--- src/rtl/mpwm_pkg.sv ---
package mpwm_pkg;
  localparam int DATA_W   = 32;
  localparam int FIELD_W  = 16;
  localparam int NTAP     = 4;
  localparam int SEL_W    = $clog2(NTAP);
  localparam int TAP_LOG  = 3;

  typedef struct packed {
    logic [FIELD_W-1:0] duty;
    logic [FIELD_W-1:0] period;
  } chan_cfg_t;
endpackage

--- src/rtl/mpwm_regs.sv ---
module mpwm_regs
  import mpwm_pkg::*;
#(
  parameter int NCH = 4,
  parameter int AW  = 6
) (
  input  logic                        clk,
  input  logic                        rst,
  input  logic                        we,
  input  logic [AW-1:0]               addr,
  input  logic [DATA_W-1:0]           wdata,
  output logic [DATA_W-1:0]           rdata,
  output logic [NCH*(1+SEL_W)-1:0]    ctrl_o,
  output chan_cfg_t [NCH-1:0]         cfg_o
);
  localparam int CTRL_W = NCH * (1 + SEL_W);
  localparam int WORD_W = AW - 2;

  logic [WORD_W-1:0] widx;
  logic              aligned;
  logic [DATA_W-1:0] rd_mux;

  assign widx    = addr[AW-1:2];
  assign aligned = (addr[1:0] == 2'b00);

  always_comb begin
    rd_mux = '0;
    if (aligned && widx == '0) rd_mux = DATA_W'(ctrl_o);
    for (int n = 0; n < NCH; n++) begin
      if (aligned && widx == WORD_W'(n + 1)) rd_mux = cfg_o[n];
    end
  end

  always_ff @(posedge clk) begin
    if (rst) begin
      ctrl_o <= '0;
      cfg_o  <= '0;
      rdata  <= '0;
    end else begin
      if (we && aligned && widx == '0) ctrl_o <= wdata[CTRL_W-1:0];
      for (int n = 0; n < NCH; n++) begin
        if (we && aligned && widx == WORD_W'(n + 1)) cfg_o[n] <= wdata;
      end
      rdata <= rd_mux;
    end
  end
endmodule

--- src/rtl/mpwm_prescale.sv ---
module mpwm_prescale
  import mpwm_pkg::*;
#(
  parameter int TAPS = NTAP,
  parameter int LOGS = TAP_LOG
) (
  input  logic            clk,
  input  logic            rst,
  output logic [TAPS-1:0] tick_o
);
  localparam int PRE_W = LOGS * (TAPS - 1);

  logic [PRE_W-1:0] div_cnt;

  always_ff @(posedge clk) begin
    if (rst) div_cnt <= '0;
    else     div_cnt <= div_cnt + PRE_W'(1);
  end

  assign tick_o[0] = 1'b1;
  for (genvar k = 1; k < TAPS; k++) begin : g_tap
    assign tick_o[k] = &div_cnt[LOGS*k-1:0];
  end
endmodule

--- src/rtl/mpwm_chan.sv ---
module mpwm_chan
  import mpwm_pkg::*;
#(
  parameter int FW = FIELD_W
) (
  input  logic          clk,
  input  logic          rst,
  input  logic          en,
  input  logic          step,
  input  logic [FW-1:0] cfg_period,
  input  logic [FW-1:0] cfg_duty,
  output logic          pwm_o,
  output logic          run_o,
  output logic [FW:0]   cnt_o,
  output logic [FW:0]   per_o
);
  localparam int CNT_W = FW + 1;
  localparam logic [CNT_W-1:0] FULL = CNT_W'(1) << FW;

  logic [FW-1:0]    duty_q, duty_n;
  logic [CNT_W-1:0] cnt_n, per_n, per_eff;
  logic             run_n, pwm_n;

  assign per_eff = (cfg_period == '0) ? FULL : {1'b0, cfg_period};

  always_comb begin
    run_n  = run_o;
    cnt_n  = cnt_o;
    per_n  = per_o;
    duty_n = duty_q;
    if (!en) begin
      run_n = 1'b0;
      cnt_n = '0;
    end else if (!run_o) begin
      run_n  = 1'b1;
      cnt_n  = '0;
      per_n  = per_eff;
      duty_n = cfg_duty;
    end else if (step) begin
      if (cnt_o == per_o - CNT_W'(1)) begin
        cnt_n  = '0;
        per_n  = per_eff;
        duty_n = cfg_duty;
      end else begin
        cnt_n = cnt_o + CNT_W'(1);
      end
    end
    pwm_n = run_n && (cnt_n < {1'b0, duty_n});
  end

  always_ff @(posedge clk) begin
    if (rst) begin
      run_o  <= 1'b0;
      cnt_o  <= '0;
      per_o  <= FULL;
      duty_q <= '0;
      pwm_o  <= 1'b0;
    end else begin
      run_o  <= run_n;
      cnt_o  <= cnt_n;
      per_o  <= per_n;
      duty_q <= duty_n;
      pwm_o  <= pwm_n;
    end
  end
endmodule

--- src/rtl/mpwm_top.sv ---
module mpwm_top
  import mpwm_pkg::*;
#(
  parameter int NCH = 4,
  parameter int AW  = 6
) (
  input  logic              clk,
  input  logic              rst,
  input  logic              bus_we,
  input  logic [AW-1:0]     bus_addr,
  input  logic [DATA_W-1:0] bus_wdata,
  output logic [DATA_W-1:0] bus_rdata,
  output logic [NCH-1:0]    pwm_out
);
  localparam int CTRL_W = NCH * (1 + SEL_W);

  logic [CTRL_W-1:0]            ctrl;
  chan_cfg_t [NCH-1:0]          cfg;
  logic [NTAP-1:0]              tick;
  logic [NCH-1:0]               en_vec, step_vec, run_vec;
  logic [NCH-1:0][FIELD_W:0]    cnt_vec, per_vec;

  mpwm_regs #(.NCH(NCH), .AW(AW)) regs_i (
    .clk(clk), .rst(rst), .we(bus_we), .addr(bus_addr), .wdata(bus_wdata),
    .rdata(bus_rdata), .ctrl_o(ctrl), .cfg_o(cfg)
  );

  mpwm_prescale #(.TAPS(NTAP), .LOGS(TAP_LOG)) pre_i (
    .clk(clk), .rst(rst), .tick_o(tick)
  );

  for (genvar n = 0; n < NCH; n++) begin : g_ch
    logic [SEL_W-1:0] sel;
    assign sel         = ctrl[NCH + SEL_W*n +: SEL_W];
    assign en_vec[n]   = ctrl[n];
    assign step_vec[n] = tick[sel];

    mpwm_chan #(.FW(FIELD_W)) chan_i (
      .clk(clk), .rst(rst), .en(en_vec[n]), .step(step_vec[n]),
      .cfg_period(cfg[n].period), .cfg_duty(cfg[n].duty),
      .pwm_o(pwm_out[n]), .run_o(run_vec[n]),
      .cnt_o(cnt_vec[n]), .per_o(per_vec[n])
    );
  end
endmodule

--- config.mk ---
export PLATFORM = sky130hd
export DESIGN_NAME = mpwm_top
export DESIGN_NICKNAME = d
export VERILOG_FILES = /design/src/rtl/mpwm_pkg.sv /design/src/rtl/mpwm_regs.sv /design/src/rtl/mpwm_prescale.sv /design/src/rtl/mpwm_chan.sv /design/src/rtl/mpwm_top.sv
export SDC_FILE = /design/constraint.sdc
export NUM_CORES = 1
export LEC_CHECK = 0
export CAP_MARGIN = 20
export CORE_MARGIN = 4
export CORE_UTILIZATION = 40
export DETAILED_ROUTE_END_ITERATION = 10
export SYNTH_ARGS = -nofsm -noshare
export SYNTH_HDL_FRONTEND = slang
export SYNTH_SLANG_ARGS = --single-unit
--- constraint.sdc ---
create_clock -name clk -period 14.5 [get_ports clk]
set_input_delay 3.625 -clock clk [delete_from_list [all_inputs] [get_ports clk]]
set_output_delay 3.625 -clock clk [all_outputs]
set_load 0.05 [all_outputs]
==> flow_summary.yaml, run 1 <==
grt:
  grt_max_degree: 99
  grt_overflow: 0
  grt_pass1_vias: 15828
  grt_pass1_wl_um: 90000
  grt.total_usage_pct: 22.36
  grt_antenna_before_repair: 0
placed_design:
  dp_cells: 2838
  dp_hpwl_um: 43170
  globalplace.congestion: 0.8951
  port_buffers: 76
drt:
  vias: 16446
  wire_per_inst_um: 19.81
  vias_per_cell: 5.630
  routed_wl_um: 57870
  drt_first_pass_iters: 6
  first_iter_violations: 1585
  ant_nets: 0
  route.detailed.drc: 0
critical_path:
  cp-end-kind: "register"
  reg2reg_depth: 21
  crit_type: "reg -> reg"
  endpoint: "g_ch[2].chan_i.pwm_o"
  cp.required_ns: 14.91
  critPathArrivalTime_ns: 6.52
  r2r_end: "g_ch[2].chan_i.pwm_o"
  rrSetupSlack_ns: 8.39
  critPathMaxFanout: 34
  startpoint: "pre_i.div_cnt[0]"
  startpoint_type: "register"
  timing.rr.start: "pre_i.div_cnt[0]"
sta:
  rsz0062_at_grt: "no"
  worst_pin_slew_ns: 1.132
  period_share_pct: 42.15
  final.min_clock_period_ns: 6.112
  clock.fmax_mhz: 163.6
  fin_setup_tns_ns: 0
  drv_slew: 0
  setup_viol: 0
  final_hold_viol_count: 0
  slew_headroom_pct: 24.53
  skew_ns: 0.02457
synthesis:
  ys_warn_count: 0
  synthCells: 2275
  async_reset_ff_share_pct: 0
  ys_types: 75
  synth.avg_cell_area_um2: 8.309
  yosys_most_used_dff: "dfxtp_1"
  ys_seq_area_share_pct: 41.20
  syn_nets: 2387
  synth_edf_count: 0
  synth_area_mm2: 0.01890
  synth_seq_cells: 389
cells_and_area:
  multiInputGateArea_mm2: 0.01038
  regArea_mm2: 0.007787
  final_common_cell: "dfxtp_1"
  area_growth_pct: 13.77
  finalNonFillerCells: 2921
  layout_common_cells: "dfxtp_1 (389), nand2_1 (361), nor2_1 (292), a21oi_1 (222), mux2i_1 (101)"
  fillers: 4581
  diodes: 0
  nets: 2393
  drive_above_1_share_pct: 5.618
die:
  num_io_pins: 77
  die_area_mm2: 0.05080
  die_width_um: 225.4
  start_util_pct: 40.51
  num_rows: 79
  fp.coreArea_mm2: 0.04665
  die_h_um: 225.4
clock_network:
  ctsHoldBuffers: 0
  cts_buffers: 43
  path_clk_slew_ns: 0.06
  clk_latency_ns: 0.57
  cts.htree.levels: 2
  root_buffer: "clkbuf_16"
  cts.path.max_buffers: 3
  clock_sinks: 389
  cts_tree: "yes"
  post_cts_buffers: 0
  cts_resized: 0
min_path:
  hp-class: "reg -> reg"
power_and_ir_drop:
  ir_drop_mv: 0.07362
  leakage_uw: 0.007608
  cellPowerDensity_mw_per_mm2: 104.1
flow_run:
  cap_violations: 0
run_status:
  status: "finished, final reports clean"
[worst max-delay path: stages, from the launching register on]
cell and delay (ns):
dfxtp_1 0.37, ha_1 0.19, and3_1 0.22, and3_1 0.20
and3_1 0.16, ha_1 0.25, mux2i_1 0.11, a22oi_1 0.72
and3_1 0.27, nand4_1 0.23, o22ai_4 0.18, buf_4 0.51
mux2i_1 0.57, ha_1 0.35, a21o_1 0.16, a21o_1 0.17
a21oi_1 0.13, o21ai_0 0.10, nand3_1 0.09, a2111oi_0 0.09
or4_1 0.44, nor3_1 0.44
[power breakdown]
part,leakage [uW],switching (uW),internal [uW]
logic,0.00376,37.6,15.4
registers,0.00313,3.09,1070
clock network,0.000715,449,662
total,0.00761,489,1750
[worst min path at each step]
stage                startpoint               end  slack (ns)  cells after the start
2_1_floorplan  pre_i.div_cnt[0]  pre_i.div_cnt[0]        0.43                      1
3_3_place_gp   pre_i.div_cnt[0]  pre_i.div_cnt[0]        0.44                      1
3_5_place_dp   pre_i.div_cnt[0]  pre_i.div_cnt[0]        0.45                      1
4_1_cts        pre_i.div_cnt[0]  pre_i.div_cnt[0]        0.47                      1
5_1_grt        pre_i.div_cnt[0]  pre_i.div_cnt[0]        0.48                      1
6_report       pre_i.div_cnt[0]  pre_i.div_cnt[0]        0.46                      1
[layout make-up]
cell class | instances | share of cell area [%]
clock buffer | 64 | 5.934
clock inverter | 14 | 0.7447
inverter | 37 | 0.6458
multi-input combinational | 1712 | 48.27
sequential | 389 | 36.21
tap | 607 | 3.532
timing repair buffer | 98 | 4.666
[stage by stage]
stage          utilization, %  total power [uW]  hold WS [ns]  instance area, um^2  setup slack [ns]
2_1_floorplan               -              1118        0.4261                18900             9.211
3_3_place_gp            42.75              1149        0.4389                19940             7.576
3_5_place_dp            42.84              1149        0.4508                19990             7.447
4_1_cts                 45.92              2259        0.4655                21420             8.029
5_1_grt                 46.10              2301        0.4791                21510             8.032
6_report                46.10              2238        0.4620                21510             8.388
[cells in the mapped netlist, types with 11 or more instances]
cell type  count  share of area (%)
a22oi_1       16               0.64
xnor2_1       85                3.9
xor2_1        58                2.7
o21ai_0       47                1.2
buf_2         14               0.37
nand4_1       39                1.3
clkbuf_1     102                2.0
a222oi_1      20                1.1
nor2_1       294                5.8
a21o_1        20               0.79
and2_1        30               0.99
mux2i_1      101                5.3
or4_1         12               0.48
nor2b_1       11               0.36
inv_1         36               0.71
a21oi_1      222                5.9
nor3_1        25               0.66
nand3_1       63                1.7
nand2_1      361                7.2
a211oi_1      22               0.87
dfxtp_1      389                 41
ha_1          71                4.7
nor4_1        40                1.3
and3_1        23               0.76
a221oi_1      14               0.65
[routing by layer]
layer / wire length, um / share of wire (%) / up-vias / global-route usage (%)
met1: 26260 / 45 / 7821 / 30.69
li1: - / - / 7985 / -
met2: 25860 / 45 / 507 / 35.42
met5: 0 / 0 / - / 0
met3: 3428 / 5.9 / 133 / 3.426
met4: 2327 / 4.0 / 0 / 8.931
[cell families (layout without fill, tap and decap cells)]
group                      count (synthesis)  in the layout  share of synthesized area (%)
xor gates and xnor gates                 144            144                          6.745
DFF                                      389            389                          41.20
adders and majority gates                 71             71                          4.700
and+or+nand+nor                          947            947                          22.63
muxes                                    112            112                          6.136
buffers and inverters                    174            213                          4.084
AOI/OAI and AO/OA                        438            438                          14.51
[registers in the layout (all words and copies together) (netlist names)]
name                cells
pre_i.div_cnt           9
g_ch.chan_i.per_o      68
regs_i.ctrl_o          12
g_ch.chan_i.pwm_o       4
g_ch.chan_i.cnt_o      68
regs_i.cfg_o          128
g_ch.chan_i.run_o       4
g_ch.chan_i.duty_q     64
regs_i.rdata           32
Note: power is estimated with default switching activity, not from simulation.
==> run 2, diff against run 1 <==
==> constraint.sdc (replaced) <==
create_clock -name clk -period 5.5 [get_ports clk]
set_input_delay 1.375 -clock clk [delete_from_list [all_inputs] [get_ports clk]]
set_output_delay 1.375 -clock clk [all_outputs]
set_load 0.05 [all_outputs]
==> run 2 against run 1 <==
Global-route usage down 0.14 points. Sequential power rose to 2.6 times the previous value. Critical endpoint is now g_ch[0].chan_i.pwm_o. Clock skew up 0.0018 ns. Count of clock-buffer cells in the layout down 7. Power rose to 2.6 times the previous value. Register-to-register slack worse by 7.9 ns. Critical path depth up 1. Routed wire length up 0.21%. Maximum frequency up 23%. Cell area up 0.27%. Non-clock buffer count up 24. Sequential cell count unchanged.
==> flow_summary.yaml, run 2 (same netlist as run 1, synthesis figures left out) <==
run_status:
  status: "finished, final reports clean"
drt:
  first_iter_violations: 1648
  route.met2.wl_um: 26190
  ant_nets: 0
  vias: 16653
  route.detailed.drc: 0
  met3_length_um: 3261
  vias_per_cell: 5.657
  drt_first_pass_iters: 6
  wire_per_inst_um: 19.70
  top_layer: "met4"
  wl_met1_um: 27270
  routed_wl_um: 57990
cells_and_area:
  final_common_cell: "dfxtp_1"
  top_regs: "regs_i.cfg_o x128, g_ch.chan_i.cnt_o x68, g_ch.chan_i.per_o x68"
  finalNonFillerCells: 2944
  multiInputGateArea_mm2: 0.01038
  design_area_mm2: 0.02156
  largest_reg_flops: 128
  top_register: "regs_i.cfg_o"
  drive_above_1_share_pct: 6.632
  fillers: 4512
  diodes: 0
  layout_common_cells: "dfxtp_1 (389), nand2_1 (361), nor2_1 (292), a21oi_1 (222), mux2i_1 (101)"
  nets: 2418
  regArea_mm2: 0.007787
  area_growth_pct: 14.09
critical_path:
  critPathMaxFanout: 16
  critPathMaxStageDelay_ns: 0.41
  cp_cell_sequence: "ha_1, and3_1, and3_1, and3_1, ha_1, mux2i_1, a22oi_1, and4_1, nand3_1, o21a_1, buf_4, o21ai_0, and2_1, ha_1, a21o_1, a21o_1, a21o_1, a2111oi_0, o21ai_0, a21oi_1, o221ai_1, a311oi_1"
  crit_type: "reg -> reg"
  critPathArrivalTime_ns: 5.44
  cp-end-kind: "register"
  rrSetupSlack_ns: 0.52
  slowest_stage: "a2111oi_0"
  startpoint_type: "register"
  cp.required_ns: 5.96
die:
  fp.coreArea_mm2: 0.04665
  die_width_um: 225.4
  num_rows: 79
  num_io_pins: 77
  start_util_pct: 40.51
  die_h_um: 225.4
  die_area_mm2: 0.05080
clock_network:
  path_clk_slew_ns: 0.06
  cts.htree.levels: 2
  cts.path.max_buffers: 3
  root_buffer: "clkbuf_16"
  ctsHoldBuffers: 0
  post_cts_buffers: 0
  cts_tree: "yes"
  clock_sinks: 389
  cts_buffers: 44
  cts_resized: 0
  clk_latency_ns: 0.58
placed_design:
  globalplace.congestion: 0.9047
  postPlaceCellArea_mm2: 0.02019
  port_buffers: 76
  dp_cells: 2867
  dp_hpwl_um: 43250
power_and_ir_drop:
  leakage_uw: 0.007663
  ir_drop_mv: 0.1929
  cellPowerDensity_mw_per_mm2: 269.8
grt:
  grt_pass1_vias: 15604
  grt_antenna_before_repair: 0
  grt.total_usage_pct: 22.22
  grt_overflow: 0
  grt_max_degree: 121
  grt_pass1_wl_um: 90220
sta:
  worst_pin_slew_ns: 0.9347
  period_share_pct: 90.63
  clock.fmax_mhz: 200.6
  slew_headroom_pct: 37.30
  final.min_clock_period_ns: 4.985
  setup_viol: 0
  fin_setup_tns_ns: 0
  final_hold_viol_count: 0
  skew_ns: 0.02638
  drv_slew: 0
  rsz0062_at_grt: "no"
flow_run:
  cap_violations: 0
min_path:
  hp-class: "reg -> reg"
## run 2: changes by cell type in the layout (fill, tap and decap cells not counted), moves of 2 or more
cell      before  now
clkinv_2       9   13
buf_4         16   45
clkinv_4       0    2
clkbuf_1      10    8
buf_16         3    0
buf_8          3    1
clkbuf_8      10    5
## run 2: worst max-delay path: cells and delay by family (launching register included)
family,cells,cell delay (ns)
fa+ha+maj,3,0.67
buf+inv,1,0.18
compound gates,11,2.39
flops,1,0.37
mux,1,0.11
simple gates,6,1.17
## run 2: final cells by class
class	count	area share [%]
multi-input combinational	1712	48.13
sequential	389	36.11
clock buffer	57	5.564
timing repair buffer	122	5.210
tap	607	3.522
clock inverter	20	0.8123
inverter	37	0.6440
## run 2: per-stage QoR
| stage | hold slack [ns] | util [%] | worst slack, ns | total power [uW] |
|---|---|---|---|---|
| floorplan | 0.4261 | - | 0.8905 | 2948 |
| global placement | 0.4388 | 43.27 | 0.6123 | 3028 |
| detailed placement | 0.4497 | 43.27 | 0.5236 | 3029 |
| CTS | 0.4633 | 46.22 | 0.4925 | 5871 |
| global route | 0.5096 | 46.22 | 0.1170 | 5983 |
| finish | 0.4565 | 46.22 | 0.5151 | 5819 |
## run 2: worst paths after layout
path | startpoint | end | depth (start not counted)
hold reg to reg | pre_i.div_cnt[0] | pre_i.div_cnt[0] | 1
setup reg to reg | pre_i.div_cnt[0] | g_ch[0].chan_i.pwm_o | 22
hold / removal | pre_i.div_cnt[0] | pre_i.div_cnt[0] | 1
setup / recovery | pre_i.div_cnt[0] | g_ch[0].chan_i.pwm_o | 22
## run 2: layer usage
| metal | track usage, % | up-vias |
|---|---|---|
| met4 | 5.789 | 0 |
| met5 | 0 | - |
| met1 | 32.09 | 8020 |
| li1 | - | 8036 |
| met3 | 2.618 | 79 |
| met2 | 35.40 | 518 |
## run 2: power by group
part	internal, uW	total (uW)	switching [uW]
registers	2820	2830	8.54
clock network	1630	2850	1220
logic	41.9	137	94.9
total	4500	5820	1320
==> run 3, diff against run 2 <==
--- a/config.mk
+++ b/config.mk
@@ -9,6 +9,7 @@
 export CORE_MARGIN = 4
 export CORE_UTILIZATION = 40
 export DETAILED_ROUTE_END_ITERATION = 10
+export HOLD_SLACK_MARGIN = 0.05
 export SYNTH_ARGS = -nofsm -noshare
 export SYNTH_HDL_FRONTEND = slang
 export SYNTH_SLANG_ARGS = --single-unit
==> results of run 3 <==
Final layout, timing and power as in run 2 (identical DEF).
